`src/rtl/nru_pkg.sv`:
```
// Package nru_pkg
// Shared types for the victim selector: the four-level page rank.
// Assumes rank = {referenced, modified}, lower value evicted first.
package nru_pkg;
    typedef enum logic [1:0] {
        RANK_COLD_CLEAN = 2'd0,
        RANK_COLD_DIRTY = 2'd1,
        RANK_HOT_CLEAN  = 2'd2,
        RANK_HOT_DIRTY  = 2'd3
    } nru_rank_e;

    localparam int NUM_RANKS = 4;
endpackage

```
`src/rtl/nru_status_bits.sv`:
```
// Module nru_status_bits
// Holds one referenced flag and one modified flag per page.
// Accesses set flags; tick clears referenced flags; an access in the
// same cycle as a tick wins for the accessed page.
// Assumes page indices are below NUM_PAGES.
module nru_status_bits #(
    parameter int NUM_PAGES = 8,
    parameter int IDX_W     = 3
) (
    input  logic                 clk,
    input  logic                 rst_n,
    input  logic                 rd_vld,
    input  logic [IDX_W-1:0]     rd_page,
    input  logic                 wr_vld,
    input  logic [IDX_W-1:0]     wr_page,
    input  logic                 tick,
    output logic [NUM_PAGES-1:0] ref_o,
    output logic [NUM_PAGES-1:0] mod_o
);
    logic [NUM_PAGES-1:0] ref_q;
    logic [NUM_PAGES-1:0] mod_q;

    for (genvar gi = 0; gi < NUM_PAGES; gi++) begin : g_page
        localparam logic [IDX_W-1:0] PID = gi[IDX_W-1:0];
        logic rd_hit;
        logic wr_hit;

        // decode whether this page is touched this cycle
        always_comb begin
            rd_hit = rd_vld && (rd_page == PID);
            wr_hit = wr_vld && (wr_page == PID);
        end

        // update the page's flags: access beats tick, modified is sticky
        always_ff @(posedge clk) begin
            if (!rst_n) begin
                ref_q[gi] <= 1'b0;
                mod_q[gi] <= 1'b0;
            end else begin
                if (rd_hit || wr_hit) begin
                    ref_q[gi] <= 1'b1;
                end else if (tick) begin
                    ref_q[gi] <= 1'b0;
                end
                if (wr_hit) begin
                    mod_q[gi] <= 1'b1;
                end
            end
        end
    end

    assign ref_o = ref_q;
    assign mod_o = mod_q;


    rd_sets_ref_chk: assert property (@(posedge clk) disable iff (!rst_n)
        rd_vld |=> ref_q[$past(rd_page)]);


    wr_sets_mod_chk: assert property (@(posedge clk) disable iff (!rst_n)
        wr_vld |=> (ref_q[$past(wr_page)] && mod_q[$past(wr_page)]));


    tick_clears_ref_chk: assert property (@(posedge clk) disable iff (!rst_n)
        (tick && !rd_vld && !wr_vld) |=> (ref_q == '0));


    tick_keeps_mod_chk: assert property (@(posedge clk) disable iff (!rst_n)
        (tick && !wr_vld) |=> $stable(mod_q));


    access_beats_tick_chk: assert property (@(posedge clk) disable iff (!rst_n)
        (tick && rd_vld) |=> ref_q[$past(rd_page)]);
endmodule

```
`src/rtl/nru_lfsr.sv`:
```
// Module nru_lfsr
// Free-running maximal-length Fibonacci shift register, seeded at reset.
// Assumes LFSR_W between 4 and 16; other widths fall back to 8-bit taps.
module nru_lfsr #(
    parameter int LFSR_W = 8
) (
    input  logic              clk,
    input  logic              rst_n,
    output logic [LFSR_W-1:0] state_o
);
    function automatic logic [31:0] tap_mask(input int w);
        case (w)
            4:       return 32'h0000_000C;
            5:       return 32'h0000_0014;
            6:       return 32'h0000_0030;
            7:       return 32'h0000_0060;
            8:       return 32'h0000_00B8;
            9:       return 32'h0000_0110;
            10:      return 32'h0000_0240;
            11:      return 32'h0000_0500;
            12:      return 32'h0000_0829;
            13:      return 32'h0000_100D;
            14:      return 32'h0000_2015;
            15:      return 32'h0000_6000;
            16:      return 32'h0000_D008;
            default: return 32'h0000_00B8;
        endcase
    endfunction

    localparam logic [31:0]       TAPS32 = tap_mask(LFSR_W);
    localparam logic [LFSR_W-1:0] TAPS   = TAPS32[LFSR_W-1:0];
    localparam logic [LFSR_W-1:0] SEED   = {{(LFSR_W-1){1'b0}}, 1'b1};

    logic [LFSR_W-1:0] state_q;
    logic              fb;

    // feedback bit from the tapped positions
    always_comb fb = ^(state_q & TAPS);

    // advance the register every cycle
    always_ff @(posedge clk) begin
        if (!rst_n) state_q <= SEED;
        else        state_q <= {state_q[LFSR_W-2:0], fb};
    end

    assign state_o = state_q;


    lfsr_nonzero_chk: assert property (@(posedge clk) disable iff (!rst_n)
        1'b1 |=> (state_q != '0));
endmodule

```
`src/rtl/nru_rank_pick.sv`:
```
// Module nru_rank_pick
// Combinational victim choice: forms the four rank masks, selects the
// lowest populated rank and scans it circularly from start_i.
// Assumes start_i < NUM_PAGES.
module nru_rank_pick
    import nru_pkg::*;
#(
    parameter int NUM_PAGES = 8,
    parameter int IDX_W     = 3
) (
    input  logic [NUM_PAGES-1:0] ref_i,
    input  logic [NUM_PAGES-1:0] mod_i,
    input  logic [IDX_W-1:0]     start_i,
    output logic [IDX_W-1:0]     pick_o,
    output nru_rank_e            rank_o
);
    logic [NUM_PAGES-1:0] rank_mask [NUM_RANKS];
    logic [NUM_PAGES-1:0] sel_mask;

    for (genvar gr = 0; gr < NUM_RANKS; gr++) begin : g_rank
        localparam logic [1:0] RC = gr[1:0];
        // members of this rank
        always_comb rank_mask[gr] = (RC[1] ? ref_i : ~ref_i) & (RC[0] ? mod_i : ~mod_i);
    end

    // choose the lowest rank with at least one member
    always_comb begin
        rank_o   = RANK_HOT_DIRTY;
        sel_mask = rank_mask[NUM_RANKS-1];
        for (int r = NUM_RANKS - 1; r >= 0; r--) begin
            if (|rank_mask[r]) begin
                rank_o   = nru_rank_e'(r[1:0]);
                sel_mask = rank_mask[r];
            end
        end
    end

    // circular scan from the random start for the first member
    always_comb begin
        logic found;
        int   pos;
        found  = 1'b0;
        pick_o = '0;
        for (int k = 0; k < NUM_PAGES; k++) begin
            pos = int'(start_i) + k;
            if (pos >= NUM_PAGES) pos = pos - NUM_PAGES;
            if (!found && sel_mask[pos]) begin
                found  = 1'b1;
                pick_o = pos[IDX_W-1:0];
            end
        end
    end
endmodule

```
`src/rtl/nru_victim_sel.sv`:
```
// Module nru_victim_sel
// Top of the not-recently-used victim selector. Tracks per-page flags,
// and on req registers a victim index and its modified flag, valid one
// cycle later. The pick uses the flags before this cycle's updates.
// Assumes NUM_PAGES >= 2 and LFSR_W >= $clog2(NUM_PAGES).
module nru_victim_sel
    import nru_pkg::*;
#(
    parameter int NUM_PAGES = 8,
    parameter int LFSR_W    = 8
) (
    input  logic                         clk,
    input  logic                         rst_n,
    input  logic                         rd_vld,
    input  logic [$clog2(NUM_PAGES)-1:0] rd_page,
    input  logic                         wr_vld,
    input  logic [$clog2(NUM_PAGES)-1:0] wr_page,
    input  logic                         tick,
    input  logic                         req,
    output logic                         victim_vld,
    output logic [$clog2(NUM_PAGES)-1:0] victim_idx,
    output logic                         victim_dirty
);
    localparam int IDX_W = $clog2(NUM_PAGES);

    logic [NUM_PAGES-1:0] ref_w;
    logic [NUM_PAGES-1:0] mod_w;
    logic [LFSR_W-1:0]    lfsr_w;
    logic [IDX_W-1:0]     start_w;
    logic [IDX_W-1:0]     pick_w;
    nru_rank_e            rank_w;

    logic                 vld_q;
    logic [IDX_W-1:0]     idx_q;
    logic                 dirty_q;

    nru_status_bits #(.NUM_PAGES(NUM_PAGES), .IDX_W(IDX_W)) u_bits (
        .clk     (clk),
        .rst_n   (rst_n),
        .rd_vld  (rd_vld),
        .rd_page (rd_page),
        .wr_vld  (wr_vld),
        .wr_page (wr_page),
        .tick    (tick),
        .ref_o   (ref_w),
        .mod_o   (mod_w)
    );

    nru_lfsr #(.LFSR_W(LFSR_W)) u_lfsr (
        .clk     (clk),
        .rst_n   (rst_n),
        .state_o (lfsr_w)
    );

    // fold the random state into a legal start position
    always_comb start_w = IDX_W'(int'(lfsr_w) % NUM_PAGES);

    nru_rank_pick #(.NUM_PAGES(NUM_PAGES), .IDX_W(IDX_W)) u_pick (
        .ref_i   (ref_w),
        .mod_i   (mod_w),
        .start_i (start_w),
        .pick_o  (pick_w),
        .rank_o  (rank_w)
    );

    // register the victim result on request
    always_ff @(posedge clk) begin
        if (!rst_n) begin
            vld_q   <= 1'b0;
            idx_q   <= '0;
            dirty_q <= 1'b0;
        end else begin
            vld_q <= req;
            if (req) begin
                idx_q   <= pick_w;
                dirty_q <= mod_w[pick_w];
            end
        end
    end

    assign victim_vld   = vld_q;
    assign victim_idx   = idx_q;
    assign victim_dirty = dirty_q;


    resp_follows_req_chk: assert property (@(posedge clk) disable iff (!rst_n)
        req |=> victim_vld);


    no_resp_without_req_chk: assert property (@(posedge clk) disable iff (!rst_n)
        !req |=> !victim_vld);


    cold_clean_first_chk: assert property (@(posedge clk) disable iff (!rst_n)
        (req && (|(~ref_w & ~mod_w))) |-> (!ref_w[pick_w] && !mod_w[pick_w]));


    rank_matches_pick_chk: assert property (@(posedge clk) disable iff (!rst_n)
        req |-> (rank_w == nru_rank_e'({ref_w[pick_w], mod_w[pick_w]})));
endmodule

```
`config.mk`:
```
export PLATFORM = sky130hd
export DESIGN_NAME = nru_victim_sel
export DESIGN_NICKNAME = d
export VERILOG_FILES = /design/src/rtl/nru_pkg.sv /design/src/rtl/nru_status_bits.sv /design/src/rtl/nru_lfsr.sv /design/src/rtl/nru_rank_pick.sv /design/src/rtl/nru_victim_sel.sv
export SDC_FILE = /design/constraint.sdc
export NUM_CORES = 1
export LEC_CHECK = 0
export BUFFER_PORTS_ARGS = -buffer_cell sky130_fd_sc_hd__buf_4
export CAP_MARGIN = 10
export CORE_MARGIN = 10
export CORE_UTILIZATION = 39
export DETAILED_ROUTE_END_ITERATION = 16
export GPL_ROUTABILITY_DRIVEN = 0
export HOLD_SLACK_MARGIN = 0.1
export MAX_ROUTING_LAYER = met4
export SLEW_MARGIN = 20
export SYNTH_ARGS = -nofsm -noshare
export SYNTH_HDL_FRONTEND = slang
export SYNTH_SLANG_ARGS = --single-unit
```
`constraint.sdc`:
```
create_clock -name clk -period 4.2 [get_ports clk]
set_input_delay 0.21 -clock clk [delete_from_list [all_inputs] [get_ports clk]]
set_output_delay 0.21 -clock clk [all_outputs]
set_load 0.05 [all_outputs]
```
==> reports/qor.csv, run 1 <==
stage,metric,value,unit
global_routing,antenna_found_initial,0,
synthesis,syn-cell-area,2674,sq um
floorplan,fp-row-count,30,
timing,rsz0062_at_grt,no,
floorplan,die_width,102.8,um
timing,max_slew_margin,0.5861,
power,vdd.ir_drop.worst,0.0002341,V
synthesis,synthAdderAreaFrac,0.009359,
routing,drt-total-wl,8393,um
synthesis,avgSynthCellArea,7.511,sq um
routing,avgViaCountPerCell,6.190,
routing,drtAntennaViolNets,0,
critical_path,crit_fanout,6,
synthesis,synth.mux.area_fraction,0.02480,
critical_path,slowest_delay,600,ps
synthesis,synth_xor_area_frac,0.01965,
global_routing,grt_first_pass_wirelength,14090,um
power,leakage,0.001204,uW
layout,antenna_cells,0,
clock_network,clock_latency,280,ps
placed_design,port_buffers,16,
layout,regArea,584.3,sq um
critical_path,critPathMostFrequentCell,or4_4,
floorplan,start_util,0.3980,
critical_path,worstSetupEndpointType,flip-flop,
status,status,completed,
synthesis,ys.flop_type,dfxtp_1,
placed_design,place_inst,472,
timing,worst_slew_pin_slew,620.0,ps
synthesis,synth_top_family_by_area,simple AND/OR/NAND/NOR gates,
timing,fmax,249.3,MHz
timing,fin_worst_skew,5.897,ps
routing,detail_route.wl_per_cell,17.49,um
floorplan,dieArea,10570,sq um
timing,finalCritPeriodShare,0.9551,
floorplan,core,6719,sq um
placed_design,dp_slack,64.21,ps
layout,nets,413,
run,maxCapViolCount,0,
global_routing,grt_max_degree,30,
layout,layout_commonest_cell,buf_4,
layout,area_growth,19.61,%
synthesis,synth_edf_count,0,
timing,timing_hold_violations_final,0,
clock_network,post_cts_buffers,0,
layout,mostFrequentLayoutCells,"50 x buf_4, 35 x nand2_1, 32 x nor2_1",
global_routing,grtUsageTotal,0.1713,
global_routing,grt_overflow,0,
clock_network,cts_repair_resize_count,0,
critical_path,path_cells,o22ai_1 > or4_4 > nor4_4 > nand2_2 > a32o_1 > a211oi_4 > nor4_1 > or4_4 > o211a_1 > o32a_2 > or2_1 > a2111oi_2 > nor3_1,
global_routing,grt_pass1_vias,2883,
clock_network,cts-root-buf,clkbuf_8,
layout,final_cells,480,
power,p_per_area,268.4,nW/um^2
hold_path,min_path_type,in -> reg,
clock_network,clockBufferDepth,2,
routing,vias,2971,
synthesis,synth-warning-count,0,
synthesis,synth-compound-area-share,0.3121,
clock_network,clk_pin_slew,60,ps
layout,multi_input_area,2014,sq um
timing,setup_slack,188.4,ps
clock_network,numCtsBuffers,5,
timing,worst_hold_slack,168.2,ps
clock_network,htree_levels,2,
critical_path,critical_path_class,reg -> reg,
critical_path,critPathLaunchType,flip-flop,
critical_path,cp.required,4370,ps
synthesis,synthDistinctLibCells,77,
clock_network,cts.sinks,29,
floorplan,pin_count,17,
routing,drt_iter0_markers,302,
synthesis,syn-num-nets,370,
layout,postLayoutCoreUtil,0.4760,
timing,slew_violations,0,
placed_design,hpwlAfterDp,6644,um
timing,setup_viol,0,
synthesis,async_flop_share,0,
timing,setup-tns-final,0,ps
routing,dr.pass1.iters,5,
clock_network,cts_tree,yes,
layout,nFillCells,652,
layout,final_layout_size_suffix_gt1_frac,0.2125,
timing,finalCriticalPeriod,4012,ps
synthesis,synthSimpleGateAreaFrac,0.3814,
clock_network,holdBufCountCts,0,
critical_path,cp_slowest_cell,or4_4,
floorplan,die_y,102.8,um
critical_path,cp.arrival,4180,ps
routing,drc,0,
synthesis,ys_ff_latch,29,
synthesis,syn_inst,356,
synthesis,ys_seq_area_frac,0.2171,
==> final timing paths <==
path | from | cells after the start | slack, ps | endpoint
worst min-delay path | req | 2 | 170 | victim_vld
worst min register to register | u_lfsr.state_o[6] | 1 | 460 | u_lfsr.state_o[7]
worst max register to register | u_bits.ref_o[7] | 13 | 190 | victim_dirty
worst max-delay path | u_bits.ref_o[7] | 13 | 190 | victim_dirty
==> report_power, final <==
| group | internal (uW) | switching [uW] | total, uW |
|---|---|---|---|
| clock | 114 | 109 | 223 |
| combinational | 135 | 199 | 334 |
| sequential | 288 | 12.7 | 301 |
| total | 537 | 321 | 858 |
==> cell usage after synthesis (6+ instances only) <==
cell type | count | area, sq um
nand2_1 | 35 | 131.4
nor2_1 | 33 | 123.9
dfxtp_1 | 29 | 580.6
nor3_1 | 22 | 110.1
nand2b_1 | 18 | 112.6
a21oi_1 | 15 | 75.07
clkbuf_1 | 11 | 41.29
o21ai_0 | 11 | 55.05
and2_1 | 10 | 62.56
o31a_1 | 10 | 87.58
inv_1 | 8 | 30.03
nor2b_1 | 8 | 50.05
o21a_1 | 8 | 60.06
nor4_1 | 7 | 43.79
nand4_1 | 6 | 37.54
or3_1 | 6 | 37.54
==> cell families (layout without fill, tap and decap cells) <==
| logic type | count (synthesis) | after routing |
|---|---|---|
| and+or+nand+nor | 181 | 181 |
| AOI/OAI and AO/OA | 108 | 108 |
| DFF | 29 | 29 |
| buffers and inverters | 24 | 68 |
| xor gates and xnor gates | 6 | 6 |
| muxes | 6 | 6 |
| adders and majority gates | 2 | 2 |
==> through the flow <==
step / area (sq um) / total power (uW)
global placement: 3092 / 630.7
finish: 3198 / 858.2
global route: 3198 / 911.9
floorplan: 2674 / 521.7
detailed placement: 3092 / 631.6
CTS: 3178 / 857.5
==> flip-flops by register name, indices dropped and copies added, names as in the netlist <==
name and count:
u_bits.mod_o 8, u_bits.ref_o 8, u_lfsr.state_o 8, victim_idx 3, victim_dirty 1, victim_vld 1
==> layer usage <==
metal | vias to the layer above | share of wire | global-route usage
li1 | 1450 | - | -
met1 | 1399 | 0.46 | 0.2181
met2 | 100 | 0.47 | 0.2620
met3 | 22 | 0.043 | 0.02212
met4 | 0 | 0.029 | 0.08342
met5 | - | 0 | -
==> final cells by class <==
| cell class | count | area share |
|---|---|---|
| clock buffers | 5 | 0.02152 |
| clock inverters | 3 | 0.005477 |
| inverters | 10 | 0.01174 |
| multi-input cells | 303 | 0.6299 |
| flip-flops and latches | 29 | 0.1827 |
| well taps | 80 | 0.03130 |
| repair buffers | 50 | 0.1174 |
==> worst max-delay path: cells and delay by family (launching register included) <==
family	cells	cell delay, ps
simple gates	7	2060
flops	1	430
compound gates	6	1390
No activity file was read; power rests on OpenSTA's default activity.
==> run 2: changes to the inputs <==
--- a/config.mk
+++ b/config.mk
@@ -13,6 +13,7 @@
 export GPL_ROUTABILITY_DRIVEN = 0
 export HOLD_SLACK_MARGIN = 0.1
 export MAX_ROUTING_LAYER = met4
+export PLACE_DENSITY = 0.54
 export SLEW_MARGIN = 20
 export SYNTH_ARGS = -nofsm -noshare
 export SYNTH_HDL_FRONTEND = slang
==> run 2 against run 1 <==
Cell count unchanged. Wire length up 0.94%. Fmax down 0.22%. Die area unchanged. Register-to-register slack about the same. Critical path depth up 3. Non-clock buffer count unchanged. Highest routed layer unchanged.
==> reports/qor.csv, run 2 (synthesized netlist as in run 1, its figures left out) <==
stage,metric,value,unit
clock_network,holdBufCountCts,0,
critical_path,crit_fanout,9,
timing,finalCriticalPeriod,4020,ps
layout,nets,413,
routing,avgViaCountPerCell,6.156,
placed_design,hpwlAfterDp,6575,um
clock_network,cts_tree,yes,
run,maxCapViolCount,0,
layout,postLayoutCoreUtil,0.4877,
timing,setup_viol,0,
layout,layout_commonest_cell,buf_4,
critical_path,cp.required,4370,ps
timing,worst_hold_slack,168.3,ps
timing,finalCritPeriodShare,0.9572,
layout,final_cells,480,
global_routing,grt_max_degree,30,
routing,drc,0,
routing,detail_route.wl_per_cell,17.65,um
global_routing,grt_pass1_vias,2782,
layout,regArea,580.6,sq um
clock_network,numCtsBuffers,5,
global_routing,antenna_found_initial,0,
floorplan,pin_count,17,
layout,nFillCells,663,
clock_network,clock_latency,280,ps
placed_design,place_inst,471,
critical_path,cp.arrival,4190,ps
critical_path,critical_path_class,reg -> reg,
layout,mostFrequentLayoutCells,"50 x buf_4, 35 x nand2_1, 31 x nor2_1",
critical_path,critPathLaunchType,flip-flop,
clock_network,cts.sinks,29,
routing,drtAntennaViolNets,0,
global_routing,grt_overflow,0,
timing,timing_hold_violations_final,0,
global_routing,grt_first_pass_wirelength,13710,um
clock_network,clockBufferDepth,2,
clock_network,clk_pin_slew,70,ps
routing,drt-total-wl,8472,um
timing,setup-tns-final,0,ps
routing,vias,2955,
timing,fin_worst_skew,11.47,ps
timing,worst_slew_pin_slew,495.1,ps
floorplan,dieArea,10570,sq um
placed_design,dpl_cell_area,3084,sq um
routing,drt_iter0_markers,196,
timing,fmax,248.7,MHz
status,status,completed,
power,p_per_area,301.1,nW/um^2
timing,slew_violations,0,
layout,area_growth,22.55,%
placed_design,port_buffers,16,
floorplan,core,6719,sq um
power,leakage,0.001238,uW
timing,max_slew_margin,0.6658,
floorplan,die_y,102.8,um
layout,final_layout_size_suffix_gt1_frac,0.2200,
hold_path,min_path_type,in -> reg,
clock_network,htree_levels,2,
global_routing,grtUsageTotal,0.1653,
floorplan,die_width,102.8,um
floorplan,fp-row-count,30,
critical_path,worstSetupEndpointType,flip-flop,
power,vdd.ir_drop.worst,0.0003045,V
layout,postLayoutCellArea,3277,sq um
routing,dr.pass1.iters,5,
clock_network,cts-root-buf,clkbuf_8,
floorplan,start_util,0.3980,
layout,multi_input_area,2049,sq um
layout,antenna_cells,0,
-- run 2: changes by cell type in the layout (fill, tap and decap cells not counted), sizes merged --
cell,previous run,this run
clkinvlp,1,0
clkinv,3,2
bufinv,0,2
-- run 2: through the flow --
step                setup WS (ps)  power (uW)
finish                      179.7       986.7
global route               -36.60        1034
CTS                         60.99       975.8
detailed placement          68.80       630.4
global placement            118.8       633.6
floorplan                   249.1       521.7
-- run 2: timing repair --
action | 4_1_cts | 5_1_grt
gates resized for setup | 0 | 13
endpoints found under the hold margin | 0 | 0
buffers inserted | 0 | 1
endpoints found under the setup margin | 0 | 1
-- run 2: path summary, 6_finish.rpt --
kind	startpoint	end	slack [ps]	cells after the start
max reg2reg	u_bits.ref_o[2]	victim_dirty	180	16
min	req	victim_vld	170	2
min reg2reg	u_lfsr.state_o[6]	u_lfsr.state_o[7]	460	1
max	u_bits.ref_o[2]	victim_dirty	180	16
-- run 2: final cells by class --
class                      count  share of cell area
clock buffer                   5             0.02100
sequential                    29              0.1772
timing repair buffer          50              0.1145
inverter                      10             0.01145
multi-input combinational    303              0.6254
clock inverter                 3             0.01985
tap                           80             0.03055
-- run 2: per-layer routing --
layer	vias up	track usage	part of all wire
met3	27	0.02480	0.047
li1	1450	-	-
met1	1379	0.2069	0.47
met4	0	0.07059	0.039
met5	-	-	0
met2	99	0.2596	0.45
-- run 2: where the power goes --
part / switching (uW) / internal, uW / total (uW)
clock: 110 / 236 / 346
sequential: 8.10 / 288 / 296
combinational: 208 / 137 / 345
total: 326 / 660 / 987
-- run 2: critical path: stages (launching register included) --
cell       delay (ps)
dfxtp_1           330
buf_4             150
nand2b_1          150
nand4_1           210
o211ai_1          380
a21oi_1           190
buf_4             180
o21ai_0           220
o221ai_1          170
buf_4             200
mux2_1            360
o21bai_1          190
and3_1            200
nor2_2            170
mux2_2            360
a2111oi_2         350
nor3_1            100
==> run 3: changes to the inputs <==
--- a/config.mk
+++ b/config.mk
@@ -14,6 +14,7 @@
 export HOLD_SLACK_MARGIN = 0.1
 export MAX_ROUTING_LAYER = met4
 export PLACE_DENSITY = 0.54
+export RECOVER_POWER = 100
 export SLEW_MARGIN = 20
 export SYNTH_ARGS = -nofsm -noshare
 export SYNTH_HDL_FRONTEND = slang
==> run 3 against run 2 <==
Clock skew fell by 0.95 ps. Highest routed layer unchanged. Final area is 0.69% lower. Critical endpoint unchanged. Fmax fell by 0.18%. Sequential share of layout area grew 0.12 points. Register-to-register slack about the same.
==> reports/qor.csv, run 3 (synthesized netlist as in run 1, its figures left out) <==
stage,metric,value,unit
status,status,completed,
critical_path,ff2ff_path_depth,16,
critical_path,critPathLaunchType,flip-flop,
run,maxCapViolCount,0,
critical_path,critical_path_class,reg -> reg,
routing,drt_iter0_markers,205,
clock_network,cts-root-buf,clkbuf_8,
routing,vias,2941,
layout,area_growth,21.71,%
clock_network,clockBufferDepth,2,
power,p_per_area,301.7,nW/um^2
critical_path,ff2ff_setup_slack,170,ps
floorplan,die_width,102.8,um
timing,finalCritPeriodShare,0.9589,
global_routing,grt_max_degree,30,
critical_path,r2r-start,u_bits.ref_o[2],
layout,layout_commonest_cell,buf_4,
placed_design,port_buffers,16,
routing,drc,0,
placed_design,place_inst,471,
critical_path,crit_fanout,9,
layout,final_cells,480,
clock_network,cts.sinks,29,
critical_path,cp.required,4370,ps
routing,avgViaCountPerCell,6.127,
power,leakage,0.001209,uW
timing,setup_viol,0,
floorplan,die_y,102.8,um
layout,postLayoutCellArea,3254,sq um
timing,timing_hold_violations_final,0,
critical_path,cp.arrival,4200,ps
floorplan,core,6719,sq um
critical_path,worstSetupEndpointType,flip-flop,
hold_path,min_path_type,in -> reg,
floorplan,start_util,0.3980,
routing,dr.pass1.iters,4,
global_routing,grt_overflow,0,
layout,mostFrequentLayoutCells,"44 x buf_4, 35 x nand2_1, 31 x nor2_1",
timing,setup-tns-final,0,ps
clock_network,numCtsBuffers,5,
timing,finalCriticalPeriod,4028,ps
floorplan,fp-row-count,30,
layout,nets,413,
placed_design,hpwlAfterDp,6575,um
routing,detail_route.wl_per_cell,17.65,um
clock_network,clock_latency,280,ps
placed_design,dpl_cell_area,3084,sq um
layout,antenna_cells,0,
critical_path,critPathLaunch,u_bits.ref_o[2],
clock_network,htree_levels,2,
critical_path,timing.critical_path.to,victim_dirty,
timing,fmax,248.3,MHz
timing,max_slew_margin,0.2917,
timing,worst_slew_pin_slew,1062,ps
critical_path,reg2reg_to,victim_dirty,
layout,final_layout_size_suffix_gt1_frac,0.2050,
routing,drt-total-wl,8473,um
floorplan,dieArea,10570,sq um
hold_path,hp-start,req,
routing,drtAntennaViolNets,0,
power,vdd.ir_drop.worst,0.0003016,V
global_routing,grt_pass1_vias,2782,
clock_network,cts_tree,yes,
clock_network,clk_pin_slew,70,ps
global_routing,grtUsageTotal,0.1653,
global_routing,antenna_found_initial,0,
global_routing,grt_first_pass_wirelength,13710,um
floorplan,pin_count,17,
timing,slew_violations,0,
timing,fin_worst_skew,10.51,ps
[run 3: changes by cell type in the layout (fill, tap and decap cells not counted)]
| cell | delta |
|---|---|
| and2_0 | +5 |
| and2_1 | -5 |
| buf_4 | -6 |
| clkbuf_1 | +6 |
[run 3: area by class of cell]
| cell class | count | area, sq um |
|---|---|---|
| Timing Repair Buffer | 50 | 352.8 |
| Clock buffer | 5 | 68.82 |
| Fill cell | 668 | 3465 |
| Inverter | 10 | 37.54 |
| Tap cell | 80 | 100.1 |
| Sequential cell | 29 | 580.6 |
| Clock inverter | 3 | 65.06 |
| Multi-Input combinational cell | 303 | 2049 |
[run 3: how the worst min path moves through the flow]
stage / endpoint / slack (ps) / cells past startpoint
final: victim_vld / 170 / 2
after global routing: victim_vld / 180 / 2
after CTS: victim_vld / 170 / 2
after detailed placement: u_lfsr.state_o[7] / 450 / 1
after global placement: u_lfsr.state_o[7] / 420 / 1
after floorplan: victim_vld / 330 / 1
[run 3: worst max-delay path, cell delays in order, from the launching register on]
cell and delay [ps]:
dfxtp_1 330, buf_4 150, nand2b_1 150, nand4_1 220
o211ai_1 390, a21oi_1 190, buf_4 180, o21ai_0 230
o221ai_1 170, buf_4 200, mux2_1 360, o21bai_1 190
and3_1 200, nor2_2 170, mux2_2 360, a2111oi_2 350
nor3_1 100
[run 3: repair_timing]
action / in CTS / in global routing
hold buffers: 0 / 0
setup buffers: 0 / 1
endpoints found under the setup margin: 0 / 1
resized for setup: 0 / 13
[run 3: stage by stage]
stage          hold WS (ps)  power (uW)  setup slack (ps)    util
6_report              170.6       981.7             172.5  0.4844
3_5_place_dp          446.7       630.4             68.80  0.4590
3_3_place_gp          417.3       633.6             118.8  0.4590
2_1_floorplan         331.7       521.7             249.1       -
5_1_grt               176.5        1030            -36.60  0.4844
4_1_cts               172.1       975.8             60.99  0.4790
[run 3: power by group]
part           leakage [uW]  total (uW)  switching, uW  internal [uW]
Sequential         0.000237         296           8.04            288
Clock             0.0000681         345            109            236
Combinational      0.000904         341            208            133
[run 3: layer usage]
layer	up-vias	share of wire	GRT usage
li1	1452	-	-
met1	1366	0.47	0.2069
met2	102	0.45	0.2596
met3	21	0.047	0.02480
met4	0	0.033	0.07059
met5	-	0	-
